**src/rtl/tbd_pkg.sv**
```systemverilog
package tbd_pkg;
  localparam int unsigned WORD_W   = 32;
  localparam int unsigned LEN_W    = 16;
  localparam int unsigned LEN_LSB  = 16;
  localparam int unsigned RDY_POS  = 15;
  localparam int unsigned IRQ_POS  = 14;
  localparam int unsigned WRAP_POS = 13;
  localparam int unsigned PAD_POS  = 12;
  localparam int unsigned CRC_POS  = 11;

  typedef enum logic [2:0] {
    W_POLL,
    W_STAT,
    W_PTR,
    W_OFFER,
    W_BUSY
  } walk_state_e;
endpackage

```
**src/rtl/tbd_store.sv**
```systemverilog
module tbd_store
  import tbd_pkg::*;
#(
  parameter int NUM_DESC = 8,
  parameter int IDX_W    = 3
) (
  input  logic              clk,
  input  logic              rst,
  input  logic              host_wr_en,
  input  logic              host_rd_en,
  input  logic [IDX_W-1:0]  host_idx,
  input  logic              host_word,
  input  logic [WORD_W-1:0] host_wdata,
  output logic [WORD_W-1:0] host_rdata,
  output logic              host_err,
  input  logic [IDX_W-1:0]  cur_idx,
  output logic [WORD_W-1:0] cur_stat,
  output logic [WORD_W-1:0] cur_ptr,
  input  logic              wb_en
);
  logic [WORD_W-1:0] stat_q [NUM_DESC];
  logic [WORD_W-1:0] ptr_q  [NUM_DESC];
  logic              host_in_range;
  logic              host_owned;

  assign host_in_range = (int'(host_idx) < NUM_DESC);
  assign host_owned    = host_in_range && stat_q[host_idx][RDY_POS];

  generate
    for (genvar g = 0; g < NUM_DESC; g++) begin : g_slot
      always_ff @(posedge clk) begin
        if (rst) begin
          stat_q[g] <= '0;
          ptr_q[g]  <= '0;
        end else begin
          if (wb_en && cur_idx == IDX_W'(g))
            stat_q[g][RDY_POS] <= 1'b0;
          if (host_wr_en && host_idx == IDX_W'(g) && !stat_q[g][RDY_POS]) begin
            if (host_word) ptr_q[g]  <= host_wdata;
            else           stat_q[g] <= host_wdata;
          end
        end
      end
    end
  endgenerate

  always_ff @(posedge clk) begin
    if (rst) begin
      host_rdata <= '0;
      host_err   <= 1'b0;
    end else begin
      host_err <= host_wr_en && host_owned;
      if (host_rd_en)
        host_rdata <= !host_in_range ? '0 :
                      host_word ? ptr_q[host_idx] : stat_q[host_idx];
    end
  end

  assign cur_stat = stat_q[cur_idx];
  assign cur_ptr  = ptr_q[cur_idx];


  err_cause_chk: assert property (@(posedge clk) disable iff (rst)
    host_err |-> $past(host_wr_en));
endmodule

```
**src/rtl/tbd_walker.sv**
```systemverilog
module tbd_walker
  import tbd_pkg::*;
#(
  parameter int NUM_DESC = 8,
  parameter int IDX_W    = 3
) (
  input  logic              clk,
  input  logic              rst,
  input  logic              eng_idle,
  input  logic              eng_done,
  input  logic              frm_ready,
  output logic              frm_valid,
  output logic [WORD_W-1:0] frm_ptr,
  output logic [LEN_W-1:0]  frm_len,
  output logic              frm_pad,
  output logic              frm_crc,
  output logic              irq,
  output logic [IDX_W-1:0]  cur_idx,
  input  logic [WORD_W-1:0] cur_stat,
  input  logic [WORD_W-1:0] cur_ptr,
  output logic              wb_en
);
  localparam logic [IDX_W-1:0] LAST_IDX = IDX_W'(NUM_DESC - 1);

  walk_state_e       state_q;
  logic [WORD_W-1:0] stat_lat;
  logic [WORD_W-1:0] ptr_lat;
  logic [IDX_W-1:0]  idx_q;
  logic              irq_q;
  logic [10:0]       unused_stat_lo;
  logic              unused_stat_rdy;

  assign unused_stat_lo  = stat_lat[10:0];
  assign unused_stat_rdy = stat_lat[RDY_POS];

  always_ff @(posedge clk) begin
    if (rst) begin
      state_q  <= W_POLL;
      stat_lat <= '0;
      ptr_lat  <= '0;
      idx_q    <= '0;
      irq_q    <= 1'b0;
    end else begin
      irq_q <= 1'b0;
      unique case (state_q)
        W_POLL:  if (eng_idle && cur_stat[RDY_POS]) state_q <= W_STAT;
        W_STAT: begin
          stat_lat <= cur_stat;
          state_q  <= W_PTR;
        end
        W_PTR: begin
          ptr_lat <= cur_ptr;
          state_q <= W_OFFER;
        end
        W_OFFER: if (frm_ready) state_q <= W_BUSY;
        W_BUSY: if (eng_done) begin
          irq_q   <= stat_lat[IRQ_POS];
          idx_q   <= (stat_lat[WRAP_POS] || idx_q == LAST_IDX) ? '0 : idx_q + 1'b1;
          state_q <= W_POLL;
        end
        default: state_q <= W_POLL;
      endcase
    end
  end

  assign wb_en     = (state_q == W_BUSY) && eng_done;
  assign frm_valid = (state_q == W_OFFER);
  assign frm_ptr   = ptr_lat;
  assign frm_len   = stat_lat[LEN_LSB +: LEN_W];
  assign frm_pad   = stat_lat[PAD_POS];
  assign frm_crc   = stat_lat[CRC_POS];
  assign irq       = irq_q;
  assign cur_idx   = idx_q;


  rst_quiet_chk: assert property (@(posedge clk) disable iff (rst)
    $past(rst) |-> (!frm_valid && !irq));

  offer_hold_chk: assert property (@(posedge clk) disable iff (rst)
    (frm_valid && !frm_ready) |=> (frm_valid && $stable(frm_ptr) && $stable(frm_len)
                                   && $stable(frm_pad) && $stable(frm_crc)));

  irq_pulse_chk: assert property (@(posedge clk) disable iff (rst)
    irq |=> !irq);

  irq_cause_chk: assert property (@(posedge clk) disable iff (rst)
    irq |-> $past(eng_done));

  stray_done_chk: assert property (@(posedge clk) disable iff (rst)
    (eng_done && state_q != W_BUSY) |=> ($stable(cur_idx) && !irq));

  idx_range_chk: assert property (@(posedge clk) disable iff (rst)
    int'(cur_idx) < NUM_DESC);
endmodule

```
**src/rtl/tx_bd_ring.sv**
```systemverilog
module tx_bd_ring
  import tbd_pkg::*;
#(
  parameter int NUM_DESC = 8,
  parameter int ADDR_W   = $clog2(NUM_DESC) + 3
) (
  input  logic              clk,
  input  logic              rst,
  input  logic              host_wr_en,
  input  logic              host_rd_en,
  input  logic [ADDR_W-1:0] host_addr,
  input  logic [31:0]       host_wdata,
  output logic [31:0]       host_rdata,
  output logic              host_err,
  input  logic              eng_idle,
  input  logic              eng_done,
  output logic              frm_valid,
  input  logic              frm_ready,
  output logic [31:0]       frm_ptr,
  output logic [15:0]       frm_len,
  output logic              frm_pad,
  output logic              frm_crc,
  output logic              irq
);
  localparam int IDX_W = ADDR_W - 3;

  logic [IDX_W-1:0]  cur_idx;
  logic [WORD_W-1:0] cur_stat;
  logic [WORD_W-1:0] cur_ptr;
  logic              wb_en;
  logic [1:0]        unused_addr_lo;

  assign unused_addr_lo = host_addr[1:0];

  tbd_store #(.NUM_DESC(NUM_DESC), .IDX_W(IDX_W)) i_store (
    .clk        (clk),
    .rst        (rst),
    .host_wr_en (host_wr_en),
    .host_rd_en (host_rd_en),
    .host_idx   (host_addr[ADDR_W-1:3]),
    .host_word  (host_addr[2]),
    .host_wdata (host_wdata),
    .host_rdata (host_rdata),
    .host_err   (host_err),
    .cur_idx    (cur_idx),
    .cur_stat   (cur_stat),
    .cur_ptr    (cur_ptr),
    .wb_en      (wb_en)
  );

  tbd_walker #(.NUM_DESC(NUM_DESC), .IDX_W(IDX_W)) i_walker (
    .clk       (clk),
    .rst       (rst),
    .eng_idle  (eng_idle),
    .eng_done  (eng_done),
    .frm_ready (frm_ready),
    .frm_valid (frm_valid),
    .frm_ptr   (frm_ptr),
    .frm_len   (frm_len),
    .frm_pad   (frm_pad),
    .frm_crc   (frm_crc),
    .irq       (irq),
    .cur_idx   (cur_idx),
    .cur_stat  (cur_stat),
    .cur_ptr   (cur_ptr),
    .wb_en     (wb_en)
  );
endmodule

```
**config.mk**
```make
export PLATFORM = sky130hd
export DESIGN_NAME = tx_bd_ring
export DESIGN_NICKNAME = d
export VERILOG_FILES = /design/src/rtl/tbd_pkg.sv /design/src/rtl/tbd_store.sv /design/src/rtl/tbd_walker.sv /design/src/rtl/tx_bd_ring.sv
export SDC_FILE = /design/constraint.sdc
export NUM_CORES = 1
export LEC_CHECK = 0
export BUFFER_PORTS_ARGS = -buffer_cell sky130_fd_sc_hd__buf_4
export CELL_PAD_IN_SITES_DETAIL_PLACEMENT = 0
export CELL_PAD_IN_SITES_GLOBAL_PLACEMENT = 2
export CORE_UTILIZATION = 45
export CTS_BUF_LIST = sky130_fd_sc_hd__clkbuf_16
export CTS_CLUSTER_DIAMETER = 40
export DETAILED_ROUTE_END_ITERATION = 8
export PLACE_DENSITY = 0.77
export SYNTH_ARGS = -nofsm -noshare
export SYNTH_HDL_FRONTEND = slang
export SYNTH_HIERARCHICAL = 1
export SYNTH_SLANG_ARGS = --single-unit
```
**constraint.sdc**
```tcl
create_clock -name clk -period 6.55 [get_ports clk]
set_clock_uncertainty 0.05 [all_clocks]
set_input_delay 1.31 -clock clk [delete_from_list [all_inputs] [get_ports clk]]
set_output_delay 1.31 -clock clk [all_outputs]
set_load 0.05 [all_outputs]
```
## Word-level counts from Yosys, hierarchy flattened

Memories as Yosys holds them, arrays and structs flattened. A register that Yosys moved wholly into a read port is not among the register bits.
Cells that the tools add are included.

- Equal/unequal tests: 21
- Reductions and logical operators: 42
- Muxes and demuxes: 124
- Bitwise logic cells: 42
- Add/subtract/negate cells: 1

Operators with widths:

| operator | count |
|---|---|
| $mux W32 | 9 |
| $mux W16 | 8 |
| $mux W15 | 8 |
| $mux W1 | 92 |
| $or A1 B1 Y1 | 40 |
| $eq A3 B3 Y1 const B | 9 |
| $logic_and A1 B1 Y1 | 27 |
| $eq A3 B2 Y1 const B | 6 |
| $mux W3 | 6 |
| $pmux W3 S5 | 1 |
| $eq A3 B1 Y1 const B | 3 |
| $logic_not A3 Y1 | 3 |
| $logic_not A1 Y1 | 8 |
| $ne A2 B1 Y1 const B | 2 |
| $add A3 B1 Y3 const B | 1 |
| $reduce_and A3 Y1 | 1 |
| $reduce_or A3 Y1 | 1 |
| $ne A2 B2 Y1 const B | 1 |
| $not A1 Y1 | 2 |
| $reduce_and A2 Y1 | 1 |
| $logic_or A1 B1 Y1 | 1 |

- Memories kept: 2
- Flip-flop bits (word level): 72
- Logic and storage cells: 238
- RAM bits: 512
- Input port bits: 45

Memory list:

| name | depth | bits a word | rd ports | clocked after memory_dff | wr ports | line | source |
|---|---|---|---|---|---|---|---|
| i_store.ptr_q | 8 | 32 | 2 | 1 | 8 | tbd_store.sv:22 | `logic [WORD_W-1:0] ptr_q [NUM_DESC];` |
| i_store.stat_q | 8 | 32 | 10 | 1 | 8 | tbd_store.sv:21 | `logic [WORD_W-1:0] stat_q [NUM_DESC];` |

## Longest topological paths before layout

Gate-level depths: netlist (run 1).

- Word-level depth: 8
- Depth in mapped cells: 8
- Depth with buffers taken out: 4

## By module

The synthesis (run 1) kept the hierarchy.

By module, submodules not included:

| module | area an instance (µm²) | sequential area each (µm²) | cells each | instances |
|---|---|---|---|---|
| tbd_store | 28177.0 | 16035.4 | 1897 | 1 |
| tbd_walker | 2801.4 | 1181.1 | 277 | 1 |

## Worst setup path before layout (run 1)

Ideal clock, no wire load.

- Path kind: input port to flip-flop
- Start: input host_addr[4]
- End: memory i_store.stat_q[4][15], enable pin
- Arrival: 4855 ps
- Setup slack: 1341 ps
- Library setup time: 305 ps
- Stages: 5
- Required time: 6195 ps
- Buffers on the path: 1
- Cell sequence: buf_4 > or3b_4 > or3b_4 > o21ai_0 > o21bai_1

RTL lines:

| what | line | source |
|---|---|---|
| start: declaration | tx_bd_ring.sv:11 | `input logic [ADDR_W-1:0] host_addr,` |
| end: declaration | tbd_store.sv:21 |  |

## Worst setup path in the final report (run 1)

- Start: input host_addr[4]
- End: register i_store.host_rdata[18]

- Word-level cells in the longest chain between the ends: 2
- Elaborated cells between the ends (all ways): 3

Ends and longest elaborated chain:

| what | line | source |
|---|---|---|
| $mem_v2 Z8 W32 (on tied branches) | n/a |  |
| $mux W32 (*) | tbd_store.sv:55 | `host_word ? ptr_q[host_idx] : stat_q[host_idx];` |
| end signal: assignment | tbd_store.sv:54 | `host_rdata <= !host_in_range ? '0 :` |
| end: declaration | tbd_store.sv:14 | `output logic [WORD_W-1:0] host_rdata,` |

Mark *: on every way between the ends. The rest lies on a longest branch, timed or not.
A chain may end at the register's enable or synchronous reset.

==> run summary, run 1 <==
The flow ran to the end, and the final reports show no timing, DRC or antenna violations. After detailed routing, the number of remaining DRC violations is 0. In the final routed layout, each cell accounts on average for 28.6 µm. The mean area per synthesized cell works out to 14.2 µm². In this run the clock root is driven by a sky130_fd_sc_hd__clkbuf_16. In the synthesized netlist, the number of instances is 2141. The post-route core utilization is 53.9%.

Number of max-cap violations: 0. In the routed layout, each cell is associated on average with a via count of 5.98. The violation count after the first detailed-routing iteration was 1798; the final net count was 2238. The placer congestion estimate is 0.796.

The least setup slack across all paths after layout is 2.59 ns, and the area added between synthesis and finish is 17.7%. The run gives 19600 as the number of global-route vias before repair. For the final number of max-transition violations, the log shows 0.

The post-cts gate resize count is 0. Critical setup path kind: in2reg. The initial antenna violation count was 5; the die area was 68500 µm².

The path class of the tightest hold or removal check is reg2reg. The floorplan has 94 rows. The CTS buffer count is 105, and the minimum clock period after layout is 3.96 ns. After floorplanning, the core was sized to cover 66200 µm². The total power divided by cell area is 305 nW/µm². Derived from the worst setup path, the maximum achievable clock frequency is 252 MHz. Hold repair after CTS inserted 0 buffers.

Of the cells placed in the final design, the portion with a size suffix greater than 1 is 29.4%. From bottom edge to top edge, the die measures 262 µm. The first global-routing pass estimated 129 mm of wire.

For this block, the routed nets add up to 90.0 mm of wire. The critical-path cell with the highest stage delay was sky130_fd_sc_hd__or3_1. The tree built by TritonCTS fans out to 604 sinks.

OpenSTA, run right after detailed placement, puts the worst setup slack at 1.99 ns. For this configuration, the core starts out at a cell density of 45.8%. The number of primary I/O pins was 130.

The worst pin sits at a relative slew slack of 14.4%. For the final routed database, the setup TNS stands at 0 ns. The logs give 0.0133 µW for the leakage dissipation and 3 for the maximum root-to-sink buffer count. Global routing consumed, over all layers together, 26.5% of the routing resources. The worst setup path is launched from an input port. The worst setup path is captured at a flip-flop. Across all layers, the routed design uses 18900 vias.

Clock latency on the worst-skew pair, taken at its later pin, is 0.65 ns. The overflow left after global routing is 0. Setup repair after global routing left no endpoint under its margin. In the layout the commonest cells are sky130_fd_sc_hd__edfxtp_1, sky130_fd_sc_hd__and2_1, sky130_fd_sc_hd__mux4_2. The post-CTS clock slew at the launch and capture registers of the worst setup and hold paths is 0.05 ns. In this run the worst path has a maximum fanout of 126.

For the pin with the worst max-slew slack, the measured transition is 1.28 ns. Most frequent standard cell in the layout excluding fill and tap cells: sky130_fd_sc_hd__edfxtp_1. Total nets after synthesis: 2188. The width of the chip is 262 µm. The tools report the hold violation count in the final report as 0. After clock tree synthesis, the setup repair step added 0 buffers. The tools report the number of search-and-repair iterations in the first detailed-routing pass as 5. The largest incremental delay on the critical path is 1.07 ns.

The H-tree was split into 3 levels. Entering global routing, the biggest net connects 127 pins. Data arrives at the worst endpoint at 4.47 ns. At the worst endpoint, the required time is 7.06 ns.

The detail route stage leaves a number of antenna-violating nets equal to 0. The wire-length estimate of the detail-placed layout is 52.3 mm. Traced cell by cell, the critical path runs through clkbuf_8 > buf_12 > or3_1 > o221ai_1 > o211ai_1.

TritonCTS built the clock tree. The peak ir drop on the vdd network was 0.000179 V; the setup-violating endpoint count in the final report was 0. After layout, the worst path uses 60.5% of the clock period.

Port buffering added 127 buffers. The Yosys step of the flow raised 6 warnings. Summing every instance area after synthesis gives 30400 µm².
[report_power, final]
group	switching, µW	internal [µW]
registers	82.3	4330
logic	512	285
clock network	2000	3680
[per-layer routing]
layer	vias to the layer above	global-route usage (%)	routed length, µm
met1	9800	35.0	37200
met3	141	5.33	6610
met4	0	10.5	2960
met2	710	42.9	43300
li1	8205	-	-
met5	-	0	0
[stage by stage]
step,hold WS (ns),instances,cell area (µm²),power [µW]
final,0.416,3151,35700,10900
after global routing,0.423,3149,35700,11200
after CTS,0.417,3147,35700,11000
after detailed placement,0.398,2948,32000,5280
after global placement,0.402,2948,32000,5260
after floorplan,0.382,2141,30400,4970
[worst max-delay path: cells and delay by family]
kind | cells | cell delay [ns]
AO/OA/AOI/OAI | 2 | 0.70
buffers and inverters | 2 | 1.17
AND/OR/NAND/NOR | 1 | 1.07
[sequential cells by signal, indices dropped and copies added (netlist names)]
register            count
i_walker/stat_lat      20
i_walker/frm_ptr       32
i_store/host_err        1
i_walker/state_q        3
i_walker/cur_idx        3
i_store/host_rdata     32
i_walker/irq            1
i_store/ptr_q         256
i_store/stat_q        256
[layout make-up]
type / count / area [µm²]
antenna: 4 / 10.0
clock buffer: 106 / 2650
clock inverter: 93 / 1050
fill: 5466 / 30500
inverter: 3 / 11.3
multi-input combinational: 1307 / 12400
sequential: 604 / 17200
tap: 864 / 1080
timing repair buffer: 170 / 1320
[path summary, 6_finish.rpt]
check / slack (ns) / endpoint / cells past startpoint / startpoint
min: 0.42 / i_walker/irq / 2 / i_walker/stat_lat[14]
min reg2reg: 0.42 / i_walker/irq / 2 / i_walker/stat_lat[14]
max: 2.59 / i_store/host_rdata[18] / 5 / host_addr[4]
max reg2reg: 3.49 / i_walker/frm_ptr[31] / 5 / i_walker/cur_idx[0]
Note: power is estimated with default switching activity, not from simulation.
==> run 2, diff against run 1 <==
==> constraint.sdc (replaced) <==
create_clock -name clk -period 4.15 [get_ports clk]
set_clock_uncertainty 0.05 [all_clocks]
set_input_delay 0.83 -clock clk [delete_from_list [all_inputs] [get_ports clk]]
set_output_delay 0.83 -clock clk [all_outputs]
set_load 0.05 [all_outputs]
==> run 2 against run 1 <==
Compared with the run above: sequential share of layout area fell by 0.21 points; clock-buffer cell count rose by 3; die area did not move; clock power rose by 50%; utilization rose by 0.25 points; register-to-register slack got worse by 1.7 ns; power rose by 54%; combinational power rose by 61%; setup slack got worse by 1.1 ns.
==> run summary, run 2 (same netlist as run 1, synthesis figures left out) <==
The total power divided by cell area was 467 nW/µm² (+53%); the die area was 68500 µm² (unchanged). The setup total negative slack was 0 ns (unchanged). The tools report the hold-fix buffer count after cts as 0 (unchanged). The worst setup path is launched from an input port.

The worst hold path stage count was 3 (+1); the violation count after the first detailed-routing iteration was 1871 (+4.1%). In the final layout, the registers with the most flip-flops are i_store/ptr_q (256), i_store/stat_q (256). Count of H-tree levels built during CTS: 3 (unchanged). The width of the chip is 262 µm (unchanged), and the setup-violating endpoint count in the final report is 0 (unchanged). The maximum root-to-sink buffer count came out at 3 (unchanged). TritonCTS built the clock tree. The remaining number of nets flagged by the antenna check after routing was 0 (unchanged); the global-route wire length before repair was 128 mm (-0.96%). The critical-path cell with the highest stage delay was sky130_fd_sc_hd__o21ai_4.

The most frequent standard cell in the layout excluding fill and tap cells is sky130_fd_sc_hd__edfxtp_1. The run gives 52.0 mm (-0.48%) as the HPWL reported at the end of detailed placement. Traced cell by cell, the critical path runs through buf_6 > nand3_1 > or3b_1 > o21ai_4 > buf_4. The placer congestion estimate was 0.818 (+2.8%). The initial core utilization came out at 45.8% (unchanged).

The tools report the initial antenna violation count as 8 (+3). STA classifies the critical path endpoint as a flip-flop. The hold-critical path endpoint is i_walker/state_q[2].

The tools report the number of buffers inserted by post-CTS setup repair as 0 (unchanged). For the finished layout, the period the worst path requires is 2.68 ns. The share of cells above drive strength 1 is 30.4% (+0.97 points), and the number of max-cap violations is 0 (unchanged).

The tools report the CTS buffer count as 104 (-0.95%). For the worst setup slack after placement, the log shows 0.818 ns (-1.17 ns). The highest achievable clock rate came out at 374 MHz. The area of the core is 66200 µm² (unchanged). The worst register-to-register path ends at i_walker/frm_ptr[15].

The run gives 19000 (+0.75%) as the total via count after detailed routing. The post-cts gate resize count is 0 (unchanged), and the slew of the pin with the lowest slew margin is 1.06 ns (-0.228 ns). The overflow left after global routing is 0 (unchanged). The maximum fanout along the worst path is 44 (-65%), and the number of standard-cell rows in the floorplan is 94 (unchanged).

The port buffer count is 127 (unchanged). The worst register-to-register path begins at i_walker/cur_idx[1]. Area added between synthesis and finish: 18.2%. The post-route DRC violation count was 0 (unchanged); the number of search-and-repair iterations in the first detailed-routing pass was 8 (+3). The logs give 1.78 ns (-1.71 ns) for the worst-case register-to-register setup slack and 0 (unchanged) for the hold violation count in the final report.

The least setup slack across all paths after layout was 1.47 ns (-1.12 ns). The final critical path takes up 64.5% of the cycle. Peak ir drop on the vdd network: 0.000324 V (+81%). The tools report the clock latency at the later pin of the worst-skew pair as 0.67 ns (+0.02 ns).

The largest net degree at the start of global routing came out at 97 (-24%). The cell at the root of the clock tree is sky130_fd_sc_hd__clkbuf_16. Class of the most critical hold timing path: in2reg.

The run gives 5392 (-1.4%) as the number of filler instances in the final layout. In the layout the commonest cells are sky130_fd_sc_hd__edfxtp_1, sky130_fd_sc_hd__and2_1, sky130_fd_sc_hd__buf_4. The tools report the final number of max-transition violations as 0 (unchanged). The overall die height came out at 262 µm (unchanged).

Setup repair after global routing left no endpoint under its margin. The startpoint identified for the worst hold timing path is eng_done. Path depth of the worst reg2reg path: 5 (unchanged). The total clock sinks is 604 (unchanged), and the global-route usage over all layers is 26.1% (-0.37 points).

The required time of the critical path was 4.45 ns (-2.61 ns). The largest incremental delay on the critical path works out to 0.61 ns (-0.46 ns). The average wire per cell in the routed design works out to 28.0 µm (-2.0%).

The flow ran to the end, and the final reports show no timing, DRC or antenna violations. The logs give 2.98 ns (-1.49 ns) for the data arrival time of the worst path and 29.6% (+15 points) for the relative slew slack. The number of global-route vias before repair was 19500 (-0.45%); the post-CTS clock slew at the launch and capture registers of the worst setup and hold paths was 0.06 ns (about the same). The tools report the total detailed-routing wirelength as 89.0 mm (-1.2%). The detailed-route vias per instance works out to 5.98 (about the same). Leakage dissipation: 0.0134 µW (+0.73%). The run gives 2265 (+1.2%) as the final net count. The critical setup path kind was in2reg. The number of primary I/O pins came out at 130 (unchanged).
[run 2: layer usage]
layer	track usage (%)	share of wire, %	vias to the layer above
li1	-	-	8232
met1	36.1	42	9839
met2	41.7	48	759
met3	3.90	6.8	166
met4	10.2	3.1	2
met5	0	0.015	-
[run 2: power by group]
part	switching, µW	leakage [µW]	internal, µW
Sequential	133	0.00605	6830
Combinational	806	0.00565	476
Clock	3220	0.00173	5290
[run 2: layout make-up]
class | instances | area [µm²] | share of cell area [%]
clock inverters | 88 | 817 | 2.28
diodes | 3 | 7.51 | 0.0209
multi-input cells | 1307 | 12300 | 34.4
flip-flops and latches | 604 | 17200 | 48.0
inverters | 3 | 11.3 | 0.0314
well taps | 864 | 1080 | 3.01
clock buffers | 109 | 2730 | 7.60
repair buffers | 198 | 1680 | 4.69
[run 2: critical path, delay by kind of cell]
kind	cells	cell delay, ns
simple gates	2	0.80
compound gates	1	0.61
buf+inv	2	0.69
[run 2: worst max path at each step]
stage / from / endpoint / slack (ns)
after global placement: host_addr[3] / i_store/stat_q[7][0] / 0.88
after global routing: host_addr[3] / i_store/stat_q[7][27] / 1.39
after detailed placement: host_addr[3] / i_store/stat_q[7][31] / 0.82
final: host_addr[3] / i_store/stat_q[7][27] / 1.47
after floorplan: host_addr[4] / i_store/stat_q[4][15] / 0.29
after CTS: host_addr[3] / i_store/stat_q[7][27] / 1.49
[run 2: metrics by stage]
step / instances / hold slack [ns] / power, µW / cell area [µm²] / utilization (%)
global placement: 2976 / 0.408 / 8330 / 32300 / 48.8
global route: 3174 / 0.391 / 17200 / 35900 / 54.2
CTS: 3173 / 0.369 / 16900 / 35900 / 54.2
detailed placement: 2976 / 0.412 / 8360 / 32300 / 48.8
floorplan: 2141 / 0.382 / 7840 / 30400 / -
finish: 3176 / 0.390 / 16800 / 35900 / 54.2
==> run 3, diff against run 2 <==
--- a/config.mk
+++ b/config.mk
@@ -8,11 +8,11 @@
 export BUFFER_PORTS_ARGS = -buffer_cell sky130_fd_sc_hd__buf_4
 export CELL_PAD_IN_SITES_DETAIL_PLACEMENT = 0
 export CELL_PAD_IN_SITES_GLOBAL_PLACEMENT = 2
-export CORE_UTILIZATION = 45
+export CORE_UTILIZATION = 41
 export CTS_BUF_LIST = sky130_fd_sc_hd__clkbuf_16
 export CTS_CLUSTER_DIAMETER = 40
 export DETAILED_ROUTE_END_ITERATION = 8
-export PLACE_DENSITY = 0.77
+export PLACE_DENSITY = 0.74
 export SYNTH_ARGS = -nofsm -noshare
 export SYNTH_HDL_FRONTEND = slang
 export SYNTH_HIERARCHICAL = 1
==> constraint.sdc (replaced) <==
create_clock -name clk -period 2.3 [get_ports clk]
set_clock_uncertainty 0.05 [all_clocks]
set_input_delay 0.46 -clock clk [delete_from_list [all_inputs] [get_ports clk]]
set_output_delay 0.46 -clock clk [all_outputs]
set_load 0.05 [all_outputs]
==> run 3 against run 2 <==
Compared with the run above: the flow now finishes with violations (design-rule violations); first-iteration DRC count decreased by 18%; combinational power rose by 97%; sequential share of layout area down 1.5 points; clock power is 66% higher; register-to-register slack lost 1.6 ns; routed wire length rose by 2.8%; design area up 3.3%; power increased by 74%; largest power group unchanged; die area grew 9.7%; final cell count up 5.6%; sequential power increased by 81%; non-clock buffer count grew 93.
==> run summary, run 3 (same netlist as run 1, synthesis figures left out) <==
Placer congestion estimate: 0.828 (+1.2%). The flow ran to the end, but the final reports show violations. The logs give 0 (unchanged) for the hold violation count in the final report and 130 (unchanged) for the number of primary I/O pins. Switching part of the total: 25.0% (+0.18 points). The critical setup path kind is reg2reg.

The peak ir drop on the vdd network is 0.000538 V (+66%), and the global-route wire length before repair is 132 mm (+2.8%). Clock latency at the later pin of the worst-skew pair: 0.64 ns (-0.03 ns). The total power divided by cell area was 786 nW/µm² (+68%); the maximum fanout along the worst path was 14 (-68%). Register share of total power: 43.1% (+1.6 points). The initial antenna violation count was 4 (-4). The slowest stage of the critical path is the sky130_fd_sc_hd__dfxtp_4 cell.

The area added between synthesis and finish is 22.1%. The critical path goes through buf_4 > mux4_2 > mux2_2 > and3b_1 > o21a_1. The internal power is 21900 µW (+74%).

The number of filler instances in the final layout was 6140 (+14%); the average wire per cell in the routed design was 27.3 µm (-2.6%). The final net count was 2354 (+3.9%); the least setup slack across all paths after layout was 0.168 ns (-1.30 ns). The detailed-route vias per instance was 5.69 (-4.9%); the global-route usage over all layers was 24.4% (-1.7 points). The total detailed-routing wirelength was 91.5 mm (+2.8%); the highest achievable clock rate was 469 MHz.

The setup total negative slack is 0 ns (unchanged). The area of the core was 73100 µm² (+10%). Leaving out fill and tap cells, the most frequent cells in the layout are sky130_fd_sc_hd__edfxtp_1, sky130_fd_sc_hd__and2_1, sky130_fd_sc_hd__buf_4.

The number of search-and-repair iterations in the first detailed-routing pass is 7 (-1). The post-CTS clock slew at the launch and capture registers of the worst setup and hold paths works out to 0.05 ns (about the same). The largest net degree at the start of global routing is 114 (+18%), and the largest incremental delay on the critical path is 0.58 ns (-0.03 ns). The count of H-tree levels built during CTS was 3 (unchanged).

The smallest hold slack is 0.0480 ns (-0.342 ns). The tools report the net load switching power as 7280 µW (+75%). The share of cells above drive strength 1 came out at 32.7% (+2.3 points). In the finished design, the share of the clock period the worst path needs comes to 92.7%.

Die area: 75100 µm² (+9.7%). The worst setup path is captured at a flip-flop. The hold-fix buffer count after cts was 0 (unchanged); the remaining number of nets flagged by the antenna check after routing was 0 (unchanged). The logs give 41.5% (-4.3 points) for the initial core utilization and 99 (+5.3%) for the number of standard-cell rows in the floorplan.

The logs give 48.2% (-2.6 points) for the part of the total power dissipated in the clock network and 58.2 mm (+12%) for the HPWL reported at the end of detailed placement. The required time of the critical path came out at 2.79 ns (-1.66 ns). Data arrival time of the worst path: 2.62 ns (-0.36 ns). Cell at the root of the clock tree: sky130_fd_sc_hd__clkbuf_16. The tools report the relative slew slack as 58.4% (+29 points). The violation count after the first detailed-routing iteration was 1526 (-18%); the post-cts gate resize count was 0 (unchanged). The logs give -0.0547 ns (-0.872 ns) for the worst setup slack after placement and 16 (+16) for the post-route DRC violation count. The number of buffers inserted by post-CTS setup repair came out at 0 (unchanged). For the number of max-cap violations, the log shows 0 (unchanged). In the final layout, the registers with the most flip-flops are i_store/ptr_q (256), i_store/stat_q (256).

Among cell families on the critical path, the largest total delay comes from multiplexers. The leakage dissipation was 0.0140 µW (+3.9%); the total clock sinks was 604 (unchanged). The setup-violating endpoint count in the final report was 0 (unchanged); the minimum clock period after layout was 2.13 ns. Overall die height: 274 µm (+4.7%).

Setup repair after global routing left no endpoint under its margin. Most frequent standard cell in the layout excluding fill and tap cells: sky130_fd_sc_hd__edfxtp_1. The tools report the total via count after detailed routing as 19100 (+0.43%).

The logs give 19500 (+0.13%) for the number of global-route vias before repair and 8.7% (+1.0 points) for the portion of total power attributed to combinational logic. Slew of the pin with the lowest slew margin: 0.625 ns (-0.431 ns). TritonCTS built the clock tree. The final number of max-transition violations was 0 (unchanged). The CTS buffer count is 100 (-3.8%).

The critical path buffer and inverter count is 1 (-1), and the overflow left after global routing is 0 (unchanged). The class of the most critical hold timing path is in2reg. The checks that failed: design-rule violations. The width of the chip was 274 µm (+4.7%); the port buffer count was 127 (unchanged).

The maximum root-to-sink buffer count was 3 (unchanged). The worst setup path is launched from a flip-flop.
run 3: cell count changes in the layout (fill, tap and decap cells not counted), moves of 2 or more:
cell and change:
sky130_fd_sc_hd__inv_1 +5, sky130_fd_sc_hd__or3b_1 -2, sky130_fd_sc_hd__clkinv_8 +3, sky130_fd_sc_hd__inv_8 -4
sky130_fd_sc_hd__buf_4 +40, sky130_fd_sc_hd__buf_12 +53, sky130_fd_sc_hd__or3b_4 +2, sky130_fd_sc_hd__bufinv_16 -4
sky130_fd_sc_hd__inv_6 -10, sky130_fd_sc_hd__clkbuf_16 -7, sky130_fd_sc_hd__clkinv_4 +9, sky130_fd_sc_hd__clkinvlp_4 -3
run 3: metrics by stage:
stage	util, %	instances	area, µm²	power (µW)
finish	50.7	3354	37100	29100
global route	50.7	3353	37100	30000
CTS	50.7	3349	37000	29400
detailed placement	46.2	3161	33800	15300
global placement	46.2	3161	33800	15200
floorplan	-	2141	30600	14200
run 3: final cells by class:
type	instances	area [µm²]	area share, %
well taps	959	1200	3.24
clock inverters	86	679	1.83
inverters	3	15.0	0.0405
diodes	2	5.00	0.0135
repair buffers	291	3050	8.22
clock buffers	102	2550	6.89
multi-input cells	1307	12300	33.3
flip-flops and latches	604	17200	46.5
run 3: final timing paths:
path / startpoint / to / slack (ns) / cells after the start
max: i_walker/cur_idx[0] / i_walker/state_q[0] / 0.17 / 5
min: eng_done / i_walker/state_q[2] / 0.05 / 3
max reg2reg: i_walker/cur_idx[0] / i_walker/state_q[0] / 0.17 / 5
min reg2reg: i_walker/stat_lat[14] / i_walker/irq / 0.41 / 2
run 3: layer usage:
metal / vias up / track usage, % / wire length (µm)
met3: 108 / 3.56 / 5370
met5: - / 0 / 0
met4: 0 / 7.24 / 2170
li1: 8420 / - / -
met1: 9941 / 33.1 / 39000
met2: 610 / 40.7 / 45000
run 3: power groups by stage:
stage,Clock (µW),Sequential (µW),Combinational (µW)
after floorplan,0,12900,1270
after global placement,0,12700,2510
after detailed placement,0,12800,2530
after CTS,14300,12600,2530
after global routing,14800,12600,2650
final,14100,12600,2520
run 3: worst min-delay path: stages:
cell and delay [ns]:
sky130_fd_sc_hd__buf_4 0.08, sky130_fd_sc_hd__or4b_1 0.09, sky130_fd_sc_hd__a21oi_1 0.06
